--- config.mk ---
export PLATFORM = sky130hd
export DESIGN_NAME = usart_tx
export DESIGN_NICKNAME = d
export VERILOG_FILES = /design/src/rtl/usart_tx_pkg.sv /design/src/rtl/usart_rst_sync.sv /design/src/rtl/usart_baud_gen.sv /design/src/rtl/usart_edge_sync.sv /design/src/rtl/usart_tx_shifter.sv /design/src/rtl/usart_tx.sv
export SDC_FILE = /design/constraint.sdc
export NUM_CORES = 1
export LEC_CHECK = 0
export BUFFER_PORTS_ARGS = -buffer_cell sky130_fd_sc_hd__buf_2
export CAP_MARGIN = 15
export CORE_MARGIN = 10
export CORE_UTILIZATION = 35
export CTS_CLUSTER_SIZE = 40
export DETAILED_ROUTE_END_ITERATION = 8
export GPL_TIMING_DRIVEN = 0
export PLACE_DENSITY = 0.63
export SYNTH_ARGS = -nofsm -noshare
export SYNTH_HDL_FRONTEND = slang
export SYNTH_SLANG_ARGS = --single-unit
--- constraint.sdc ---
create_clock -name clk -period 4.1 [get_ports clk]
set_clock_uncertainty 0.1 [all_clocks]
set_input_delay 0.41 -clock clk [delete_from_list [all_inputs] [get_ports clk]]
set_output_delay 0.41 -clock clk [all_outputs]
set_load 0.1 [all_outputs]
--- src/rtl/usart_tx_pkg.sv ---
package usart_tx_pkg;
  localparam int CTL_W     = 8;
  localparam int CTL_MASTER = 7;
  localparam int CTL_NINE   = 6;
  localparam int CTL_EN     = 5;
  localparam int CTL_SYNC   = 4;
  localparam int CTL_FAST   = 2;
  localparam int CTL_EMPTY  = 1;
  localparam int CTL_BIT9   = 0;
  localparam logic [CTL_W-1:0] CTL_WMASK = 8'hF5;

  localparam logic SEL_CTRL = 1'b0;
  localparam logic SEL_DATA = 1'b1;

  typedef enum logic [1:0] {
    RATE_SYNC = 2'd0,
    RATE_FAST = 2'd1,
    RATE_SLOW = 2'd2
  } rate_e;
endpackage

--- src/rtl/usart_rst_sync.sv ---
module usart_rst_sync #(
  parameter int STAGES = 2
) (
  input  logic clk,
  input  logic arst_n,
  output logic rst_n_o
);
  logic [STAGES-1:0] chain_q;
  logic [STAGES-1:0] chain_d;

  always_comb chain_d = {chain_q[STAGES-2:0], 1'b1};

  always_ff @(posedge clk or negedge arst_n) begin
    if (!arst_n) chain_q <= '0;
    else         chain_q <= chain_d;
  end

  assign rst_n_o = chain_q[STAGES-1];
endmodule

--- src/rtl/usart_baud_gen.sv ---
module usart_baud_gen
  import usart_tx_pkg::*;
#(
  parameter int DIV_W = 8
) (
  input  logic             clk,
  input  logic             rst_n,
  input  logic             run,
  input  logic [DIV_W-1:0] div,
  input  rate_e            rate,
  output logic             tick,
  output logic             high_half
);
  localparam int PER_W = DIV_W + 7;
  localparam int CNT_W = DIV_W + 6;

  logic [PER_W-1:0] base;
  logic [PER_W-1:0] period;
  logic [PER_W-1:0] limit;
  logic [CNT_W-1:0] cnt_q;
  logic [CNT_W-1:0] cnt_d;

  always_comb begin
    base = PER_W'(div) + PER_W'(1);
    unique case (rate)
      RATE_SYNC: period = base << 2;
      RATE_FAST: period = base << 4;
      default:   period = base << 6;
    endcase
    limit     = period - PER_W'(1);
    tick      = run && (cnt_q == limit[CNT_W-1:0]);
    high_half = PER_W'(cnt_q) >= (period >> 1);
  end

  always_comb begin
    if (!run || tick) cnt_d = '0;
    else              cnt_d = cnt_q + CNT_W'(1);
  end

  always_ff @(posedge clk or negedge rst_n) begin
    if (!rst_n) cnt_q <= '0;
    else        cnt_q <= cnt_d;
  end
endmodule

--- src/rtl/usart_edge_sync.sv ---
module usart_edge_sync #(
  parameter int SYNC_STAGES = 2
) (
  input  logic clk,
  input  logic rst_n,
  input  logic pin_i,
  output logic fall
);
  localparam int HW = SYNC_STAGES + 1;

  logic [HW-1:0] hist_q;
  logic [HW-1:0] hist_d;

  always_comb begin
    hist_d = {hist_q[HW-2:0], pin_i};
    fall   = hist_q[HW-1] & ~hist_q[HW-2];
  end

  always_ff @(posedge clk or negedge rst_n) begin
    if (!rst_n) hist_q <= '1;
    else        hist_q <= hist_d;
  end
endmodule

--- src/rtl/usart_tx_shifter.sv ---
module usart_tx_shifter #(
  parameter int DATA_W = 8
) (
  input  logic              clk,
  input  logic              rst_n,
  input  logic              active,
  input  logic              pending,
  input  logic [DATA_W-1:0] data,
  input  logic              ninth_en,
  input  logic              ninth_bit,
  input  logic              sync_mode,
  input  logic              adv,
  output logic              load,
  output logic              busy,
  output logic              bit_o
);
  localparam int SR_W   = DATA_W + 3;
  localparam int LEFT_W = $clog2(SR_W + 1);

  logic [SR_W-1:0]   sr_q, sr_d, frame;
  logic [LEFT_W-1:0] left_q, left_d, nbits;
  logic              busy_q, busy_d;

  always_comb begin
    frame = '1;
    if (sync_mode) begin
      frame[DATA_W-1:0] = data;
      frame[DATA_W]     = ninth_en ? ninth_bit : 1'b1;
    end else begin
      frame[0]          = 1'b0;
      frame[DATA_W:1]   = data;
      frame[DATA_W+1]   = ninth_en ? ninth_bit : 1'b1;
    end
    nbits = LEFT_W'(DATA_W) + LEFT_W'(ninth_en) + (sync_mode ? LEFT_W'(0) : LEFT_W'(2));
  end

  always_comb begin
    load   = active && !busy_q && pending;
    sr_d   = sr_q;
    left_d = left_q;
    busy_d = busy_q;
    if (!active) begin
      sr_d   = '1;
      left_d = '0;
      busy_d = 1'b0;
    end else if (load) begin
      sr_d   = frame;
      left_d = nbits;
      busy_d = 1'b1;
    end else if (busy_q && adv) begin
      sr_d   = {1'b1, sr_q[SR_W-1:1]};
      left_d = left_q - LEFT_W'(1);
      busy_d = (left_q != LEFT_W'(1));
    end
  end

  always_ff @(posedge clk or negedge rst_n) begin
    if (!rst_n) begin
      sr_q   <= '1;
      left_q <= '0;
      busy_q <= 1'b0;
    end else begin
      sr_q   <= sr_d;
      left_q <= left_d;
      busy_q <= busy_d;
    end
  end

  assign busy  = busy_q;
  assign bit_o = busy_q ? sr_q[0] : 1'b1;
endmodule

--- src/rtl/usart_tx.sv ---
module usart_tx
  import usart_tx_pkg::*;
#(
  parameter int DATA_W = 8,
  parameter int DIV_W  = 8
) (
  input  logic              clk,
  input  logic              rst_n,
  input  logic              wr_en,
  input  logic              wr_sel,
  input  logic [DATA_W-1:0] wr_data,
  input  logic [DIV_W-1:0]  baud_div,
  input  logic              rx_single_en,
  input  logic              rx_cont_en,
  output logic [CTL_W-1:0]  status_o,
  output logic              txd_o,
  output logic              txd_oe,
  input  logic              sck_i,
  output logic              sck_o,
  output logic              sck_oe
);
  logic              rst_s;
  logic [CTL_W-1:0]  ctrl_q, ctrl_d;
  logic              ctrl_we;
  logic [DATA_W-1:0] hold_q, hold_d;
  logic              hold_full_q, hold_full_d;
  logic              hold_we;
  logic              sync_m, master_m, slave_m, active;
  rate_e             rate;
  logic              load, busy, bit_out, tick, high_half, fall, adv, run;

  usart_rst_sync #(.STAGES(2)) u_rst (
    .clk(clk), .arst_n(rst_n), .rst_n_o(rst_s)
  );

  always_comb begin
    sync_m   = ctrl_q[CTL_SYNC];
    master_m = ctrl_q[CTL_MASTER];
    slave_m  = sync_m && !master_m;
    active   = ctrl_q[CTL_EN] && !(sync_m && (rx_single_en || rx_cont_en));
    if (sync_m)                 rate = RATE_SYNC;
    else if (ctrl_q[CTL_FAST])  rate = RATE_FAST;
    else                        rate = RATE_SLOW;
    run = busy && active && !slave_m;
    adv = slave_m ? fall : tick;
  end

  always_comb begin
    ctrl_we     = wr_en && (wr_sel == SEL_CTRL);
    ctrl_d      = wr_data[CTL_W-1:0] & CTL_WMASK;
    hold_we     = wr_en && (wr_sel == SEL_DATA);
    hold_d      = wr_data;
    hold_full_d = hold_full_q;
    if (load)    hold_full_d = 1'b0;
    if (hold_we) hold_full_d = 1'b1;
  end

  always_ff @(posedge clk or negedge rst_s) begin
    if (!rst_s) begin
      ctrl_q      <= '0;
      hold_q      <= '0;
      hold_full_q <= 1'b0;
    end else begin
      if (ctrl_we) ctrl_q <= ctrl_d;
      if (hold_we) hold_q <= hold_d;
      hold_full_q <= hold_full_d;
    end
  end

  usart_baud_gen #(.DIV_W(DIV_W)) u_baud (
    .clk(clk), .rst_n(rst_s), .run(run), .div(baud_div), .rate(rate),
    .tick(tick), .high_half(high_half)
  );

  usart_edge_sync #(.SYNC_STAGES(2)) u_edge (
    .clk(clk), .rst_n(rst_s), .pin_i(sck_i), .fall(fall)
  );

  usart_tx_shifter #(.DATA_W(DATA_W)) u_shift (
    .clk(clk), .rst_n(rst_s), .active(active), .pending(hold_full_q),
    .data(hold_q), .ninth_en(ctrl_q[CTL_NINE]), .ninth_bit(ctrl_q[CTL_BIT9]),
    .sync_mode(sync_m), .adv(adv), .load(load), .busy(busy), .bit_o(bit_out)
  );

  always_comb begin
    status_o            = ctrl_q;
    status_o[CTL_EMPTY] = ~busy;
    txd_o               = bit_out;
    txd_oe              = sync_m ? (busy && active) : 1'b1;
    sck_oe              = sync_m && master_m && busy && active;
    sck_o               = (sync_m && master_m && busy) ? high_half : 1'b1;
  end
endmodule

==> reports/results.txt, run 1 <==
The flow ran to the end, and the final reports show no timing, DRC or antenna violations. Detailed placement finished with a half-perimeter wire length of 7.00 mm. The run gives 3.38 ns as the critical path data arrival time.

The run gives 12.4% as the overall track demand over capacity in global routing. The share of the synthesized area in the top cell type works out to 25.5%. Of all flip-flops after synthesis, the portion carrying an async set or reset was 100%. The launching element type of the critical path was a register.

Entering global routing, the biggest net connects 35 pins. The headroom to the max-slew limit came out at 39.0%. The per-instance average area after synthesis is 9.12 µm², and the effective utilization at floorplan is 35.9%. Of the total synthesized cell area, the portion taken by AND, OR, NAND and NOR gates is 19.8%.

In this run the power density over the cells is 365 mW/mm². The peak-usage layer in the global routing report is met2. The critical path class is register to output pin. The tools report the share of the yosys chip area belonging to registers as 35.2%. The repair_antennas step left the layout with diodes totalling 0.

Row generation in the floorplan step produced 36 rows. The CTS clock-pin slew for the worst setup and hold paths is 0.09 ns, and the share of layout cells above drive strength 1 is 22.2%. Pin placement for this block handled 35 I/O pins.

The final-layout worst hold slack was 0.0599 ns; the global-route track usage on met3 was 1.68%. The wire length of the first global-routing pass is 15.2 mm. STA classifies the critical path endpoint as an output pin.

The cell area after technology mapping was 0.00353 mm². The number of pins exceeding their max-slew limit in the final report came out at 0. The run gives 0.257 GHz as the peak clock frequency supported by timing.

In this run the vertical extent of the chip is 120 µm. After synthesis, the largest family of logic cells by area is simple AND/OR/NAND/NOR gates. The number of distinct library cell variants in the gate-level netlist after synthesis came out at 65.

For the met1 capacity usage during global routing, the log shows 17.3%. The congestion estimate from routability-driven global placement came to 0.925. For the number of global-route vias before repair, the log shows 3041. Once routing completed, OpenROAD measured the worst setup slack at 0.205 ns. After layout, the minimum clock period comes to 3.89 ns. The tools report the start of the worst register-to-register path as ctrl_q[4]$_DFFE_PN0P_. Along the worst path, the maximum fanout reaches 10. Cells fill 40.9% of the core in the end. By count the netlist is led by dfrtp_1, nor2_1, nand3_1.

The clock reaches the later pin of the worst-skew pair after 0.31 ns. After synthesis the netlist holds a flip-flop and latch count of 49. The start point of the critical path was ctrl_q[4]$_DFFE_PN0P_. In the routed layout, each cell is associated on average with a via count of 5.52.

The pre-CTS setup slack is -0.678 ns, and the worst-margin pin slew is 0.907 ns. The synthesized netlist devotes 8.86% of its cell area to XOR and XNOR gates. Master cell of the clock root buffer: clkbuf_8. The worst register-to-register path has a setup slack of 0.29 ns. The cell count of the worst reg-to-reg path is 14, and the number of violations reported at the end of detailed-routing iteration 0 is 228.

The run gives 0 as the initial antenna violation count. After detailed routing, the total wire length is 9.03 mm. TritonCTS built the clock tree.

Number of remaining DRC errors: 0. The synthesized-area fraction occupied by ao, oa, aoi and oai cells is 16.9%, and the gate count after technology mapping is 387. Overall via count from detail_route: 3117.

The clock net in this run drives a total of 49 sinks. Sorting the synthesized cells by area gives the leading types as dfrtp_1, dfstp_2, ha_1. Of the total synthesized cell area, the portion taken by full adders, half adders and majority gates is 6.38%. The max-cap violation count was 0. The met2 track demand over resource came out at 19.8%. The number of nets in the layout is 472, and the area added between synthesis and finish is 13.9%. The final hold violation count was 0; the number of CTS-inserted buffers was 5. By instance count, the leading cell after synthesis is dfrtp_1.

The tools report the area inside the core boundary as 0.00982 mm². The count of nets left with antenna violations after detail routing was 0. The post-detailed-route wirelength per cell was 16.0 µm. The number of enable-type register cells in the synthesized netlist came out at 0. The worst min-delay path class was register to asynchronous set/reset pin. Summed over all layers, the global routing overflow is 0. Setup violations remaining at the end of the flow were counted as 0.

The CTS H-tree depth was 2. The proportion of synthesized area in mux cells came out at 7.23%. The synthesized design spends more area on one cell type than any other, namely dfrtp_1. Port buffering added 32 buffers. The clock passes through at most 2 buffers. For this run, the leading register cell type out of synthesis is dfrtp_1. In this run the critical register-to-register path is captured at u_shift.left_q[3]$_DFFE_PN0P_.

For the leakage power figure, the log shows 1.74 nW. Dividing the final minimum period by the clock period gives 95.0%. The run gives 3.59 ns as the worst endpoint required time. The die covers 0.0145 mm². The net count after synthesis is 428. The width of the die was 120 µm. The tools report the synthesis warning total as 0. The first TritonRoute pass finished after 5 iterations. The tools report the worst-case vdd ir drop as 0.257 mV. In the final timing run, aggregate negative setup slack is 0 ns.
worst max path at each step:
stage | to | slack [ns] | depth (start not counted)
finish | sck_o | 0.21 | 14
global route | sck_o | -0.0008 | 14
CTS | sck_o | 0.05 | 14
detailed placement | u_shift.left_q[3]$_DFFE_PN0P_ | -0.68 | 14
global placement | u_shift.left_q[3]$_DFFE_PN0P_ | -0.61 | 14
floorplan | sck_o | 0.22 | 13
worst max-delay path: stages (launching register included):
cell      delay, ns
dfrtp_2        0.44
clkbuf_4       0.23
clkbuf_4       0.23
buf_4          0.23
nand2_1        0.11
ha_1           0.28
a21o_1         0.15
a21o_1         0.16
a21o_1         0.18
a21o_1         0.17
a21oi_1        0.20
o21ai_0        0.13
a21oi_1        0.19
o21ai_2        0.10
buf_4          0.26
registers in the layout, indices dropped and copies added (netlist names):
signal          count
ctrl_q              6
u_shift.busy        1
hold_q              8
hold_full_q         1
u_edge.hist_q       3
u_shift.sr_q       10
u_shift.left_q      4
u_baud.cnt_q       14
u_rst.chain_q       2
logic make-up (layout without fill, tap and decap cells):
logic type,after synthesis,count (layout)
compound gates,83,83
simple gates,136,136
xor+xnor,34,34
fa+ha+maj,18,18
other cells,2,2
buf+inv,41,86
flops,49,49
mux,24,24
placed cells by master (no fill, tap or decap), types with 9 or more instances in the layout:
cell / synthesis / routed
buf_2: 2 / 33
buf_4: 5 / 10
clkbuf_1: 10 / 11
dfrtp_1: 36 / 34
dfstp_2: 13 / 13
ha_1: 18 / 18
inv_1: 18 / 18
mux2_2: 12 / 12
mux2i_1: 12 / 12
nand2_1: 29 / 29
nand3_1: 30 / 30
nor2_1: 31 / 31
o21ai_0: 18 / 17
o21ai_1: 9 / 9
xnor2_1: 23 / 23
xor2_1: 9 / 9
stage by stage:
step / std cells / power, mW / instance area [µm²]
2_1_floorplan: 387 / 1.04 / 3530
3_3_place_gp: 552 / 1.16 / 3860
3_5_place_dp: 553 / 1.17 / 3880
4_1_cts: 562 / 1.46 / 3990
5_1_grt: 565 / 1.55 / 4020
6_report: 565 / 1.47 / 4020
layer usage:
layer | vias up | wire (µm)
li1 | 1495 | -
met1 | 1523 | 4350
met2 | 86 | 4250
met3 | 13 | 315
met4 | 0 | 108
met5 | - | 0
power breakdown:
| group | switching, mW | total, mW | leakage, nW | internal [mW] |
|---|---|---|---|---|
| sequential | 0.0482 | 0.603 | 0.599 | 0.554 |
| combinational | 0.381 | 0.574 | 1.09 | 0.193 |
| clock | 0.153 | 0.291 | 0.0455 | 0.138 |
| total | 0.582 | 1.47 | 1.74 | 0.885 |
area by class of cell:
| type | instances | area [µm²] |
|---|---|---|
| Buffer | 21 | 126 |
| Clock buffer | 8 | 90.1 |
| Fill cell | 1015 | 5800 |
| Inverter | 20 | 75.1 |
| Multi-Input combinational cell | 297 | 2100 |
| Sequential cell | 49 | 1240 |
| Tap cell | 133 | 166 |
| Timing Repair Buffer | 37 | 215 |
what timing repair did:
item | in CTS | in global routing
gates resized for setup | 6 | 3
hold endpoints to repair | 2 | 0
hold buffers | 1 | 0
pin swaps | 0 | 0
setup buffers | 0 | 3
setup endpoints to repair | 30 | 11
gates cloned | 0 | 0
No activity file was read; power rests on OpenSTA's default activity.
==> inputs of run 2 (changes only) <==
CORE_ASPECT_RATIO = 0.7   (was not set)
clock period = 4.7 ns   (was 4.1 ns; I/O delays follow)
==> run 2 against run 1 <==
Against the previous run:
- core utilization rose by 0.87 points
- sequential share of layout area fell by 0.49 points
- register-to-register slack better by 0.21 ns
- clock power up 62%
- final cell count down 1.4%
- global-route usage about the same
- critical path depth stayed put
- wire length rose by 1.1%
- sequential power fell by 12%
==> reports/results.txt, run 2 (same netlist as run 1, synthesis figures left out) <==
The worst min-delay path class is register to asynchronous set/reset pin. The switching part of the total works out to 36.1% (-3.6 points). The CTS clock-pin slew for the worst setup and hold paths was 0.07 ns (-0.02 ns); the total setup violations reported at the end of the flow was 0 (unchanged). The critical path data arrival time came out at 3.74 ns (+0.36 ns). The CTS H-tree depth is 2 (unchanged).

Setup repair after global routing left no endpoint under its margin. The share of layout cells above drive strength 1 was 21.7% (-0.54 points). The cell type of the slowest stage on the worst timing path is dfrtp_1. The internal power is 0.953 mW (+7.7%), and the cell area after layout is 0.00408 mm² (+1.5%). The worst-margin pin slew was 0.838 ns (-0.0686 ns). After detailed routing, no signal wire sits above met4. Start of the worst register-to-register path: ctrl_q[4]$_DFFE_PN0P_.

The top-level I/O count is 35 (unchanged), and the largest stage delay on the critical path is 0.54 ns (+0.10 ns). The number of iterations in the first detailed-routing pass was 4 (-1). For the number of buffers inserted to repair setup after CTS, the log shows 0 (unchanged). For the final hold violation count, the log shows 0 (unchanged).

For the detailed-routed wire length on met3, the log shows 388 µm (+23%). CTS placed an instance of clkbuf_16 at the clock tree root. Traced cell by cell, the critical path runs through clkbuf_2 > clkbuf_2 > buf_2 > nand2_1 > ha_1 > a21o_1 > a21o_1 > a21o_1 > a21o_1 > a21oi_1 > o21ai_0 > a21oi_1 > o21ai_1 > buf_2. The flow ran to the end, and the final reports show no timing, DRC or antenna violations. The via density per instance works out to 5.38 (-2.5%). The critical path starts at ctrl_q[4]$_DFFE_PN0P_. The sum of buffers and inverters on the critical path was 4 (unchanged). Largest delay contributor family on the critical path: buffers and inverters. The number of cells after detailed placement was 548 (-0.90%). The largest registers in the layout are u_baud.cnt_q (14), u_shift.sr_q (10), hold_q (8). The minimum clock period is 4.31 ns, and the met2 wire length is 4.05 mm (-4.8%). u_baud.cnt_q holds more flip-flops than any other register. The y dimension of the die is 104 µm (-14%). The number of pins exceeding their max-slew limit in the final report is 0 (unchanged). Most prevalent standard cell on the critical path: a21o_1. The share of the cycle needed by the critical path after routing is 91.8%, and the number of port buffers is 32 (unchanged). The number of violations reported at the end of detailed-routing iteration 0 is 250 (+9.6%). The number of antenna diodes is 0 (unchanged), and the worst-case vdd ir drop is 0.205 mV (-20%).

The worst setup margin is 0.387 ns (+0.182 ns), and the peak clock frequency supported by timing is 0.232 GHz. Effective utilization at floorplan: 36.2% (+0.22 points). The count of nets left with antenna violations after detail routing is 0 (unchanged). The maximum fanout along the worst path is 10 (unchanged). The combinational share of power was 32.9% (-6.2 points); the area added between synthesis and finish was 15.6%. The overall track demand over capacity in global routing is 12.5% (+0.027 points), and the area inside the core boundary is 0.00976 mm² (-0.61%). The logs give 35.5% (-5.6 points) for the register share of total power and 7.23 mm (+3.3%) for the half-perimeter wire length after detailed placement. The wire length of the first global-routing pass is 15.3 mm (+0.50%).

The number of global-route vias before repair came out at 2936 (-3.5%). The power consumption is 1.49 mW (+1.7%), and the headroom to the max-slew limit is 43.6% (+4.6 points). For the sink count of the clock tree, the log shows 49 (unchanged).

The reported net switching power was 0.539 mW (-7.5%); the initial antenna violation count was 0 (unchanged). The setup path with the least slack is of type register to output pin. The number of remaining DRC errors is 0 (unchanged). The worst-skew pair later-pin latency is 0.30 ns (about the same).

The tools report the area of the die as 0.0146 mm² (+0.44%). Flip-flop count of the largest register after layout: 14 (unchanged). The power density normalized to cell area is 366 mW/mm² (+0.17%), and the count of standard-cell rows is 30 (-17%). For the overall via count from detail_route, the log shows 2996 (-3.9%).

The wire length after detailed routing was 9.13 mm (+1.1%); the placement-stage cell area was 0.00387 mm² (-0.26%). The width of the die was 140 µm (+16%); the post-detailed-route wirelength per cell was 16.4 µm (+2.6%). Number of CTS-inserted buffers: 5 (unchanged). The logs give -0.0178 ns (+0.661 ns) for the pre-CTS setup slack and 32 (-8.6%) for the maximum number of pins on one net before global-route repair.

The tools report the global route total overflow as 0 (unchanged). The global placer's final weighted congestion was 0.835 (-9.7%). The max-cap violation count was 0 (unchanged); the setup TNS after final layout was 0 ns (unchanged). The run gives 31.6% (+12 points) as the clock power share. For the leakage power figure, the log shows 1.77 nW (+1.8%).

The run gives 557 (-1.4%) as the count of placed standard cells in the final layout, fillers left out. In the layout the commonest cells are buf_2, dfrtp_1, nor2_1. TritonCTS built the clock tree. The worst endpoint required time came out at 4.13 ns (+0.54 ns). The routed metal-1 wirelength was 4.60 mm (+5.7%); the maximum root-to-sink buffer count was 2 (unchanged). STA classifies the critical path endpoint as an output pin. The launching element type of the critical path was a register.

The run gives 469 (-0.64%) as the number of nets in the layout.
-- run 2: layout make-up --
type | count | area [µm²]
inverters | 20 | 75.1
plain buffers | 21 | 119
well taps | 128 | 160
flip-flops and latches | 49 | 1240
fillers | 993 | 5680
repair buffers | 34 | 190
clock inverters | 3 | 68.8
clock buffers | 5 | 125
multi-input cells | 297 | 2100
-- run 2: timing repair --
action                                  in CTS  in global routing
resized for setup                            1                  3
hold endpoints to repair                     2                  0
endpoints found under the setup margin       7                 22
gates cloned                                 0                  0
hold buffers                                 1                  0
-- run 2: path summary, 6_finish.rpt --
| check | to | slack [ns] | cells after the start |
|---|---|---|---|
| worst min register to register | u_baud.cnt_q[2]$_DFF_PN0_ | 0.09 | 0 |
| max in group asynchronous | u_shift.sr_q[7]$_DFFE_PN1P_ | 3.83 | 1 |
| worst max-delay path | sck_o | 0.39 | 14 |
| worst max register to register | u_shift.left_q[3]$_DFFE_PN0P_ | 0.50 | 14 |
| min in group clk | u_edge.hist_q[0]$_DFF_PN1_ | 0.17 | 1 |
| worst min-delay path | u_baud.cnt_q[2]$_DFF_PN0_ | 0.09 | 0 |
-- run 2: power groups by stage --
stage               combinational [mW]  sequential (mW)  clock, mW
global route                     0.534            0.537      0.500
floorplan                        0.353            0.550          0
global placement                 0.469            0.539          0
detailed placement               0.486            0.537          0
finish                           0.491            0.530      0.472
CTS                              0.489            0.529      0.482
-- run 2: per-layer routing --
metal	up-vias	GRT usage [%]
li1	1490	-
met1	1441	18.3
met2	57	18.1
met3	8	2.01
met4	0	3.38
met5	-	0
-- run 2: stage by stage --
stage | utilization, % | hold slack [ns]
finish | 41.8 | 0.0916
global route | 41.8 | 0.123
CTS | 41.8 | 0.102
detailed placement | 39.7 | 0.107
global placement | 39.4 | 0.156
floorplan | - | 0.0744
==> inputs of run 3 (changes only) <==
CORE_UTILIZATION = 52   (was 35)
PLACE_DENSITY = 0.82   (was 0.63)
SYNTH_HIERARCHICAL = 1   (was not set)
==> run 3 against run 2 <==
Against the previous run:
- die area decreased by 27%
- highest routed layer unchanged
- largest power group unchanged
- clock power is 32% lower
- combinational power grew 4.3%
- flip-flop and latch count unchanged
- final area is 1.8% lower
- critical endpoint unchanged
- critical path depth up 1
- first-iteration DRC count grew 4.8%
==> reports/results.txt, run 3 <==
The flow ran to the end, and the final reports show no timing, DRC or antenna violations. The width of the die is 119 µm (-15%), and the worst-margin pin slew is 0.556 ns (-0.282 ns). Cell area after technology mapping: 0.00358 mm² (+1.5%).

The flip-flop and latch count after synthesis is 49 (unchanged). The tools report the master cell of the clock root buffer as clkbuf_8. The sink count of the clock tree is 49 (unchanged).

TritonCTS built the clock tree. The global placer's final weighted congestion is 0.909 (+8.9%), and the net count after synthesis is 431 (+0.70%). The logs give 61.9% (+18 points) for the headroom to the max-slew limit and 262 (+4.8%) for the number of violations reported at the end of detailed-routing iteration 0. The commonest cells after synthesis are nand2_1, dfrtp_1, nor2_1. The run gives 1.79 nW (+1.5%) as the leakage power figure.

The number of CTS-inserted buffers is 5 (unchanged). For the area inside the core boundary, the log shows 0.00673 mm² (-31%). The share of the synthesized area in the top cell type is 25.2% (-0.37 points). The total setup violations reported at the end of the flow was 0 (unchanged).

The worst-case vdd ir drop came out at 0.247 mV (+20%). The final hold violation count is 0 (unchanged). For the global route total overflow, the log shows 0 (unchanged). met2 is the most crowded layer. The run gives 37.7% (+4.8 points) as the combinational share of power.

Number of iterations in the first detailed-routing pass: 5 (+1). The power density normalized to cell area was 339 mW/mm² (-7.2%). nand2_1 is the most common cell in the netlist. The largest registers in the layout are u_baud/cnt_q (14), u_shift/sr_q (10), hold_q (8). The maximum number of pins on one net before global-route repair is 39 (+22%). The number of global-route vias before repair is 2936 (unchanged), and the maximum root-to-sink buffer count is 2 (unchanged).

The run gives 38.8% (+3.3 points) as the register share of total power. The CTS clock-pin slew for the worst setup and hold paths is 0.10 ns (+0.03 ns), and the switching part of the total is 39.0% (+2.9 points). The number of enable-type register cells in the synthesized netlist came out at 0 (unchanged). The async set-or-reset flop fraction in the synthesized netlist was 100% (unchanged). The half-perimeter wire length after detailed placement was 6.41 mm (-11%); the worst endpoint required time was 4.13 ns (about the same). The logs give 0 (unchanged) for the number of buffers inserted to repair setup after CTS and 3.86 ns (+0.12 ns) for the critical path data arrival time. The run gives 34.7% (-0.50 points) as the share of the yosys chip area belonging to registers. The commonest register cell after synthesis is dfrtp_1.

The overall track demand over capacity in global routing was 15.7% (+3.2 points). The post-detailed-route wirelength per cell came out at 15.7 µm (-4.0%). The worst-skew pair later-pin latency came out at 0.31 ns (about the same).

The tools report the count of fill cells added during filler insertion as 574 (-42%). The most common cell after layout, fill and taps aside is nand2_1. The overall via count from detail_route is 3071 (+2.5%). Setup repair after global routing left no endpoint under its margin. The reported net switching power was 0.530 mW (-1.6%); the count of standard-cell rows was 25 (-17%).

The via density per instance works out to 5.86 (+9.0%). The peak clock frequency supported by timing is 0.226 GHz (-2.6%), and the number of antenna diodes is 0 (unchanged). The wire length of the first global-routing pass was 14.1 mm (-8.0%); the final-layout worst hold slack was 0.0335 ns (-0.0581 ns). Top-level I/O count: 35 (unchanged). The critical path in this run is classified as register to output pin. The y dimension of the die came out at 89.4 µm (-14%). For the area of the die, the log shows 0.0107 mm² (-27%). In the post-synthesis netlist, the biggest area contributors are dfrtp_1, dfstp_2, ha_1. The flip-flop count of the largest register after layout was 14 (unchanged). Launching element type of the critical path: a register.

The worst min-delay path class was register to asynchronous set/reset pin. The synthesis warning total is 6 (+6), and the effective utilization at floorplan is 53.2% (+17 points). For the initial antenna violation count, the log shows 0 (unchanged). The register with the most flip-flops is u_baud/cnt_q. The maximum fanout along the worst path works out to 12 (+2). The share of layout cells above drive strength 1 is 23.0% (+1.3 points), and the wire length after detailed routing is 8.24 mm (-9.7%).

The run gives 390 (+0.78%) as the gate count after technology mapping. Power consumption: 1.36 mW (-8.9%). The number of port buffers came out at 30 (-6.3%). The met1 capacity usage during global routing was 21.4% (+3.1 points); the clock power share was 23.5% (-8.1 points). The area added between synthesis and finish came out at 11.9%. For the max-cap violation count, the log shows 0 (unchanged). The per-instance average area after synthesis is 9.18 µm² (+0.67%), and the number of distinct library cell variants in the gate-level netlist after synthesis is 65 (unchanged). The run gives 0 (unchanged) as the number of pins exceeding their max-slew limit in the final report.

Share of the cycle needed by the critical path after routing: 94.2% (+2.5 points). The met2 track demand over resource came out at 25.1% (+7.0 points). Category of the worst setup path capture point: an output pin. The count of nets left with antenna violations after detail routing was 0 (unchanged).

The internal power was 0.829 mW (-13%). The minimum clock period is 4.43 ns (+0.116 ns), and the CTS H-tree depth is 2 (unchanged). The top cell type by total area after synthesis was dfrtp_1. In the layout the commonest cells are nand2_1, buf_2, dfrtp_1.

The global-route track usage on met3 was 3.15% (+1.1 points); the number of remaining DRC errors was 0 (unchanged). For the number of nets in the layout, the log shows 470 (+0.21%). The tools report the setup TNS after final layout as 0 ns (unchanged).
## run 3: changes by cell type after synthesis, moves of 7 or more
cell / change
o21ai_0: -7
a21oi_1: +10
o21ai_1: -8
and2_1: +10
nand3_1: -19
nand2_1: +18
## run 3: timing repair
item,in CTS,in global routing
setup endpoints to repair,0,13
gates resized for setup,0,5
hold endpoints to repair,2,0
hold buffers,1,0
## run 3: kinds of logic (layout without fill, tap and decap cells)
group	Yosys count	in the layout	synth area share (%)
XOR/XNOR	31	31	7.58
flip-flops	49	49	34.7
AND/OR/NAND/NOR	152	152	22.4
buffers and inverters	34	74	5.52
multiplexers	26	26	7.79
AO/OA/AOI/OAI	78	78	15.5
other	2	2	0.210
adder cells (fa/ha/maj)	18	18	6.29
## run 3: worst paths after layout
kind	cells past startpoint	from	slack (ns)	endpoint
setup / recovery	15	ctrl_q[4]$_DFFE_PN0P_	0.27	sck_o
hold / removal	0	u_rst/chain_q[1]$_DFF_PN0_	0.03	hold_q[4]$_DFFE_PN0P_
setup reg to reg	17	ctrl_q[4]$_DFFE_PN0P_	0.35	u_shift/sr_q[0]$_DFFE_PN1P_
hold reg to reg	0	u_rst/chain_q[1]$_DFF_PN0_	0.03	hold_q[4]$_DFFE_PN0P_
max in group asynchronous	1	u_rst/chain_q[1]$_DFF_PN0_	3.92	u_edge/hist_q[1]$_DFF_PN1_
min in group clk	1	sck_i	0.16	u_edge/hist_q[0]$_DFF_PN1_
## run 3: worst max-delay path: stages (launching register included)
cell	delay (ns)
dfrtp_2	0.54
nor2b_2	0.12
or2_2	0.36
nor2_1	0.26
ha_1	0.29
inv_1	0.05
o21ai_0	0.07
a21o_1	0.18
a21o_1	0.17
a21o_1	0.17
a21o_1	0.17
a21oi_1	0.16
o21a_1	0.15
o21ai_0	0.16
or3_1	0.39
buf_2	0.30
## run 3: cell type report
class | instances | area, µm² | share of cell area [%]
Multi-Input combinational cell | 307 | 2150 | 53.6
Sequential cell | 49 | 1240 | 31.1
Timing Repair Buffer | 32 | 180 | 4.50
Buffer | 22 | 154 | 3.84
Tap cell | 94 | 118 | 2.94
Clock buffer | 5 | 68.8 | 1.72
Clock inverter | 3 | 50.0 | 1.25
Inverter | 12 | 45.0 | 1.12
## run 3: metrics by stage
step                      cells  utilization, %  area (µm²)  setup slack, ns
final                       524            59.6        4010            0.271
after floorplan             390               -        3580           0.0977
after CTS                   524            59.5        4000           0.0661
after global placement      514            57.2        3850            0.290
after global routing        524            59.6        4010           0.0533
after detailed placement    515            57.5        3870            0.144
## run 3: power groups by stage
stage | clock network (mW) | logic (mW) | registers [mW]
finish | 0.320 | 0.512 | 0.528
global route | 0.336 | 0.558 | 0.536
CTS | 0.321 | 0.508 | 0.526
global placement | 0 | 0.480 | 0.536
floorplan | 0 | 0.348 | 0.578
detailed placement | 0 | 0.505 | 0.534
## run 3: per-layer routing
metal	vias up	wire length (µm)
li1	1471	-
met1	1510	3960
met2	84	3790
met3	6	424
met4	0	74
met5	-	0
